### config.mk
export PLATFORM = sky130hd
export DESIGN_NAME = irq_state_tracker
export DESIGN_NICKNAME = d
export VERILOG_FILES = /design/src/rtl/irq_trk_pkg.sv /design/src/rtl/irq_index_decode.sv /design/src/rtl/irq_line_cell.sv /design/src/rtl/irq_state_tracker.sv
export SDC_FILE = /design/constraint.sdc
export NUM_CORES = 1
export LEC_CHECK = 0
export BUFFER_PORTS_ARGS = -buffer_cell sky130_fd_sc_hd__buf_2
export CAP_MARGIN = 0
export CORE_MARGIN = 1.5
export CORE_UTILIZATION = 25
export DETAILED_ROUTE_END_ITERATION = 6
export SLEW_MARGIN = 10
export SYNTH_ARGS = -nofsm -noshare
export SYNTH_HDL_FRONTEND = slang
export SYNTH_HIERARCHICAL = 1
export SYNTH_SLANG_ARGS = --single-unit
### constraint.sdc
create_clock -name clk -period 1.3 [get_ports clk]
set_input_delay 0.26 -clock clk [delete_from_list [all_inputs] [get_ports clk]]
set_output_delay 0.26 -clock clk [all_outputs]
set_load 0.05 [all_outputs]
### src/rtl/irq_trk_pkg.sv
package irq_trk_pkg;

   // Input conditioning applied to each request line before edge detection.
   typedef enum logic [0:0] {
      LINE_DIRECT   = 1'b0,
      LINE_TWO_FLOP = 1'b1
   } line_sync_e;

   // Index width for a given line count, never below one bit.
   function automatic int idx_width(input int lines);
      return (lines <= 2) ? 1 : $clog2(lines);
   endfunction

endpackage

### src/rtl/irq_index_decode.sv
module irq_index_decode #(
   parameter int NUM_LINES = 8,
   parameter int IDX_W     = 3
) (
   input  logic                 valid,
   input  logic [IDX_W-1:0]     idx,
   output logic [NUM_LINES-1:0] hit
);

   // One comparator per line; an index at or above NUM_LINES matches no line.
   for (genvar i = 0; i < NUM_LINES; i++) begin : g_cmp
      assign hit[i] = valid && (idx == IDX_W'(i));
   end

endmodule

### src/rtl/irq_line_cell.sv
module irq_line_cell
   import irq_trk_pkg::*;
#(
   parameter line_sync_e SYNC_MODE = LINE_DIRECT
) (
   input  logic clk,
   input  logic rst_n,
   input  logic line_in,
   input  logic en_set,
   input  logic en_clr,
   input  logic pend_set,
   input  logic pend_clr,
   input  logic enter_hit,
   input  logic exit_hit,
   output logic en_q,
   output logic pend_q,
   output logic act_q
);

   logic line_s;
   logic line_prev_q;

   if (SYNC_MODE == LINE_TWO_FLOP) begin : g_sync
      logic [1:0] sync_q;
      always_ff @(posedge clk) begin
         if (!rst_n) sync_q <= '0;
         else        sync_q <= {sync_q[0], line_in};
      end
      assign line_s = sync_q[1];
   end else begin : g_direct
      assign line_s = line_in;
   end

   always_ff @(posedge clk) begin
      if (!rst_n) line_prev_q <= 1'b0;
      else        line_prev_q <= line_s;
   end

   logic rise;
   logic pend_up;
   logic pend_down;

   assign rise      = line_s & ~line_prev_q;
   // Set sources outrank clear sources so that a new request is never lost.
   assign pend_up   = rise | pend_set | (exit_hit & line_s);
   assign pend_down = pend_clr | enter_hit;

   always_ff @(posedge clk) begin
      if (!rst_n) begin
         en_q   <= 1'b0;
         pend_q <= 1'b0;
         act_q  <= 1'b0;
      end else begin
         en_q   <= en_set | (en_q & ~en_clr);
         pend_q <= pend_up | (pend_q & ~pend_down);
         act_q  <= enter_hit | (act_q & ~exit_hit);
      end
   end

endmodule

### src/rtl/irq_state_tracker.sv
module irq_state_tracker
   import irq_trk_pkg::*;
#(
   parameter int         NUM_LINES = 8,
   parameter line_sync_e SYNC_MODE = LINE_DIRECT,
   parameter int         IDX_W     = idx_width(NUM_LINES)
) (
   input  logic                 clk,
   input  logic                 rst_n,
   input  logic [NUM_LINES-1:0] irq_lines,
   input  logic [NUM_LINES-1:0] en_set_wr,
   input  logic [NUM_LINES-1:0] en_clr_wr,
   input  logic [NUM_LINES-1:0] pend_set_wr,
   input  logic [NUM_LINES-1:0] pend_clr_wr,
   input  logic                 enter_valid,
   input  logic [IDX_W-1:0]     enter_idx,
   input  logic                 exit_valid,
   input  logic [IDX_W-1:0]     exit_idx,
   output logic [NUM_LINES-1:0] enabled_o,
   output logic [NUM_LINES-1:0] pending_o,
   output logic [NUM_LINES-1:0] active_o,
   output logic [NUM_LINES-1:0] ready_o
);

   if (NUM_LINES < 1 || NUM_LINES > 1024) begin : g_bad_lines
      $error("irq_state_tracker: NUM_LINES out of range");
   end
   if ((1 << IDX_W) < NUM_LINES) begin : g_bad_idx
      $error("irq_state_tracker: IDX_W too narrow for NUM_LINES");
   end

   logic [NUM_LINES-1:0] enter_hit;
   logic [NUM_LINES-1:0] exit_hit;

   irq_index_decode #(.NUM_LINES(NUM_LINES), .IDX_W(IDX_W)) u_enter_dec (
      .valid (enter_valid),
      .idx   (enter_idx),
      .hit   (enter_hit)
   );

   irq_index_decode #(.NUM_LINES(NUM_LINES), .IDX_W(IDX_W)) u_exit_dec (
      .valid (exit_valid),
      .idx   (exit_idx),
      .hit   (exit_hit)
   );

   for (genvar i = 0; i < NUM_LINES; i++) begin : g_line
      irq_line_cell #(.SYNC_MODE(SYNC_MODE)) u_cell (
         .clk       (clk),
         .rst_n     (rst_n),
         .line_in   (irq_lines[i]),
         .en_set    (en_set_wr[i]),
         .en_clr    (en_clr_wr[i]),
         .pend_set  (pend_set_wr[i]),
         .pend_clr  (pend_clr_wr[i]),
         .enter_hit (enter_hit[i]),
         .exit_hit  (exit_hit[i]),
         .en_q      (enabled_o[i]),
         .pend_q    (pending_o[i]),
         .act_q     (active_o[i])
      );
   end

   assign ready_o = pending_o & enabled_o;

endmodule

==> results of run 1 <==
path summary, 6_finish.rpt:
kind | to | cells past startpoint
max reg2reg | g_line[2].u_cell/pend_q | 2
min | g_line[0].u_cell/en_q | 2
max | ready_o[0] | 2
min reg2reg | g_line[1].u_cell/pend_q | 2
stage by stage:
step	total power [µW]	setup TNS, ns	std cells	hold slack, ns	cell area (µm²)
after floorplan	1456	0	120	0.3775	1414
after global placement	1646	-0.02637	275	0.4692	1924
after detailed placement	1652	-0.08546	275	0.4725	1924
after CTS	2478	0	282	0.1761	2026
after global routing	2589	0	282	0.1732	2044
final	2441	0	282	0.1861	2044
logic make-up (layout without fill, tap and decap cells):
group / count (synthesis) / count (layout) / share of synthesized area
and+or+nand+nor: 64 / 64 / 0.4011
buffers and inverters: 0 / 90 / 0
DFF: 32 / 32 / 0.4563
AOI/OAI and AO/OA: 24 / 24 / 0.1426
repair_timing:
action | CTS | global route
cloned | 0 | 0
hold endpoints to repair | 0 | 0
endpoints found under the setup margin | 2 | 7
resized for setup | 2 | 7
setup buffers | 0 | 0
registers in the layout, summed over array words and instances, names as in the netlist:
| name | count |
|---|---|
| g_line.u_cell/line_prev_q | 8 |
| g_line.u_cell/act_q | 8 |
| g_line.u_cell/en_q | 8 |
| g_line.u_cell/pend_q | 8 |
power by group through the flow:
stage                     combinational (µW)  sequential [µW]  clock (µW)
after floorplan                          184             1270           0
after global placement                   546             1100           0
after detailed placement                 551             1100           0
after CTS                                555             1080         844
after global routing                     589             1090         914
final                                    558             1080         804
critical path: stages, from the launching register on:
cell,delay (ns)
dfxtp_1,0.36
and2_2,0.14
clkbuf_4,0.22
area by class of cell:
| cell class | count | area, µm² | share of cell area |
|---|---|---|---|
| Multi-Input combinational cell | 88 | 773.2 | 0.3782 |
| Sequential cell | 32 | 640.6 | 0.3133 |
| Clock buffer | 7 | 96.34 | 0.04712 |
| Timing Repair Buffer | 83 | 444.2 | 0.2173 |
| Tap cell | 72 | 90.09 | 0.04406 |
layer usage:
metal,vias to the layer above,global-route usage,share of wire
met5,-,0,0
met1,542,0.1398,0.48
met3,4,0.04824,0.091
li1,634,-,-
met2,57,0.1687,0.42
met4,0,0.04286,0.0098
cells in the mapped netlist:
cell type / count / area [µm²]
nand2b_1: 8 / 50.05
and4b_2: 6 / 67.56
and4_2: 2 / 20.02
nor2b_1: 16 / 100.1
o21a_1: 16 / 120.1
and2_1: 8 / 50.05
a221o_1: 8 / 80.08
and4bb_2: 6 / 75.07
nor4b_2: 2 / 30.03
dfxtp_1: 32 / 640.6
and4bb_1: 8 / 100.1
and2_4: 8 / 70.07
==> flow_summary.ini, run 1 <==
[synthesis]
synth_fp_nets = 170
synth_area_mm2 = 0.001404
synth_cell_types = 12
synth_area_per_cell_um2 = 11.70
ys_warn_count = 6
ys_seq_area_frac = 0.4563
synthCells = 120
synth_seq_cells = 32

[global_route]
grt_max_degree = 38
antenna_found_initial = 0
grt_pass1_wl_um = 5188
grt_pass1_vias = 1136
grt_use_total = 0.1117
grt_overflow = 0

[sta]
setup_ws_ns = 0.04330
fmax_ghz = 0.7957
period_needed_ns = 1.257
fin_crit_sh = 0.9667
slew_headroom = 0.5711
slew_violations = 0
finalSetupViolations = 0
rsz0062_at_grt = no
tightest_slew_ns = 0.6433
hold_viol = 0
fin_worst_skew_ns = 0.002267

[layout]
nets = 260
mostFrequentLayoutCell = buf_2
n_fill_cell = 557
final_util = 0.3736
layout-area-overhead-vs-synth_pct = 45.63
n_antenna_cell = 0
drive_gt1_frac = 0.5810
layout_common_cells = buf_2, dfxtp_1, nor2b_1, o21a_1

[routing]
drtIter0Drc = 44
route.vias.total = 1237
wl_um = 3384
drc_errors = 0
dr.pass1.iters = 5
post_drt_wl_per_cell_um = 12.00
vias_per_cell = 4.387
ant_nets = 0

[floorplan]
die_h_um = 77.94
ioPinCount = 82
die_area_mm2 = 0.006074
fp.dieW_um = 77.94
core_area_mm2 = 0.005473
start_util = 0.2565
rows = 27

[setup_path]
r2r_slack_ns = 0.42
path_max_fanout = 3
crit_arrival_ns = 1.00
critPathLaunch = g_line[0].u_cell/pend_q
crit_type = register to output pin
timing.rr.start = g_line[2].u_cell/pend_q
crit_required_ns = 1.04
cp-end-kind = output pin
startpoint_type = register

[min_path]
hp-class = primary input to register
hp-start = en_set_wr[0]

[place]
place.gp.congestion = 0.7315
place_hpwl_um = 2562
post-place-ws_ns = -0.05242
io_buffers = 81

[pwr]
ir_drop_mv = 0.4226
power.share.clock = 0.329
intPower_uw = 1726
pwr-share-seq = 0.442
p_leak_uw = 0.0009814
swShare = 0.2929
power_switching_uw = 714.7
p_per_area_mw_per_mm2 = 1194
p_comb_frac = 0.229

[clock_tree]
htree_num_levels = 2
path_clk_slew_ns = 0.06
clock_latency_ns = 0.27
holdBufCountCts = 0
cts-root-buf = clkbuf_8
clockBufferDepth = 2
cts_tree = yes
cts_buffers = 5
clock_sinks = 32

[flow_run]
cap_violations = 0

[status]
status = finished clean
No activity file was read; power rests on OpenSTA's default activity.
==> inputs of run 2 (changes only) <==
- clock period: 1.3 -> 1.55 ns (I/O delays scaled with it)
==> run 2 against run 1 <==
Against the previous run: clock power fell by 16%; worst hold slack improved by 0.052 ns; final cell count fell by 0.71%; first-iteration DRC count rose by 20%; non-clock buffer count fell by 2; count of clock-buffer cells in the layout did not move; critical path type unchanged; highest routed layer unchanged; critical path depth did not move; flip-flop and latch count did not move; largest cell class unchanged; combinational power fell by 19%; critical endpoint is now ready_o[4]; register-to-register slack improved by 0.26 ns; clock skew fell by 0.0011 ns; die area did not move.
==> flow_summary.ini, run 2 (synthesis results as in run 1) <==
[layout]
mostFrequentLayoutCell = buf_2
nets = 258
layout-area-overhead-vs-synth_pct = 42.16
layout_common_cells = buf_2, dfxtp_1, nor2b_1, o21a_1
drive_gt1_frac = 0.5385
final_util = 0.3647
n_fill_cell = 558
design_area_mm2 = 0.001996
n_antenna_cell = 0

[setup_path]
cp_slowest_cell = dfxtp_1
crit_type = register to output pin
critPathBufInv = 1
crit_chain = and2_1 -> buf_2
crit_arrival_ns = 1.03
startpoint_type = register
crit_required_ns = 1.24
crit_family = flip-flops
cp-end-kind = output pin
path_max_fanout = 3
max_stage_delay_ns = 0.36

[pwr]
p_leak_uw = 0.0009669
p_per_area_mw_per_mm2 = 1018
ir_drop_mv = 0.3045

[sta]
finalSetupViolations = 0
fmax_ghz = 0.7442
setup_ws_ns = 0.2063
slew_violations = 0
timing.setup.tns_ns = 0
fin_worst_skew_ns = 0.001214
rsz0062_at_grt = no
period_needed_ns = 1.344
tightest_slew_ns = 0.6787
fin_crit_sh = 0.8669
hold_viol = 0
slew_headroom = 0.5475

[routing]
post_drt_wl_per_cell_um = 12.38
drtIter0Drc = 53
wl_met3_um = 335
top_layer = met4
dr.pass1.iters = 4
route.vias.total = 1238
route.met2.wl_um = 1431
drc_errors = 0
met1_length_um = 1656
ant_nets = 0
wl_um = 3465
vias_per_cell = 4.421

[clock_tree]
clock_sinks = 32
cts_buffers = 5
cts_resized = 0
clock_latency_ns = 0.27
cts_setup_buffers = 0
htree_num_levels = 2
cts-root-buf = clkbuf_8
path_clk_slew_ns = 0.06
holdBufCountCts = 0
cts_tree = yes
clockBufferDepth = 2

[floorplan]
die_area_mm2 = 0.006074
ioPinCount = 82
fp.dieW_um = 77.94
core_area_mm2 = 0.005473
die_h_um = 77.94
start_util = 0.2565
rows = 27

[global_route]
grt_pass1_wl_um = 5223
antenna_found_initial = 0
grt_pass1_vias = 1128
grt_use_total = 0.1143
grt_max_degree = 41
grt_overflow = 0

[place]
io_buffers = 81
place.gp.congestion = 0.7718
postPlaceCellArea_mm2 = 0.001899
place_hpwl_um = 2653
post-place-ws_ns = 0.1586

[min_path]
hp-class = primary input to register

[flow_run]
cap_violations = 0

[status]
status = finished clean
run 2: changes by cell type in the layout (fill, tap and decap cells not counted):
cell      previous run  this run
clkbuf_4             6         0
and2_1               0         8
buf_4                3         0
buf_6                1         0
and2_2               8         0
buf_2               73        81
run 2: final timing paths:
check                                                  start                      end  slack, ns  cells past startpoint
worst max-delay path                 g_line[4].u_cell/pend_q               ready_o[4]       0.21                      2
worst min-delay path                            en_set_wr[0]    g_line[0].u_cell/en_q       0.24                      2
worst max register to register       g_line[0].u_cell/pend_q  g_line[0].u_cell/pend_q       0.68                      2
worst min register to register  g_line[1].u_cell/line_prev_q  g_line[1].u_cell/pend_q       0.50                      2
run 2: layout make-up:
cell class	count	area, µm²	area share
Sequential cell	32	640.6	0.3210
Tap cell	72	90.09	0.04514
Timing Repair Buffer	81	405.4	0.2031
Multi-Input combinational cell	88	763.2	0.3824
Clock buffer	7	96.34	0.04828
run 2: routing by layer:
metal  vias up  track usage
met2        61       0.1757
met5         -            0
li1        629            -
met4         0      0.03750
met3         5      0.05176
met1       543       0.1415
run 2: worst reg2reg max path, delay by kind of cell (launching register included):
family | cells | cell delay (ns)
compound gates | 1 | 0.25
flops | 1 | 0.32
simple gates | 1 | 0.19
run 2: where the power goes:
| part | leakage (µW) | total (µW) | switching [µW] | internal (µW) |
|---|---|---|---|---|
| Sequential | 0.000266 | 904 | 26.9 | 877 |
| Combinational | 0.000650 | 454 | 291 | 163 |
| Clock | 0.0000503 | 675 | 280 | 395 |
run 2: stage by stage:
step	power, µW	instances	hold WS, ns
6_report	2032	280	0.2379
5_1_grt	2149	280	0.2262
4_1_cts	2072	280	0.2264
3_5_place_dp	1380	273	0.4866
3_3_place_gp	1376	273	0.4816
2_1_floorplan	1218	120	0.4275
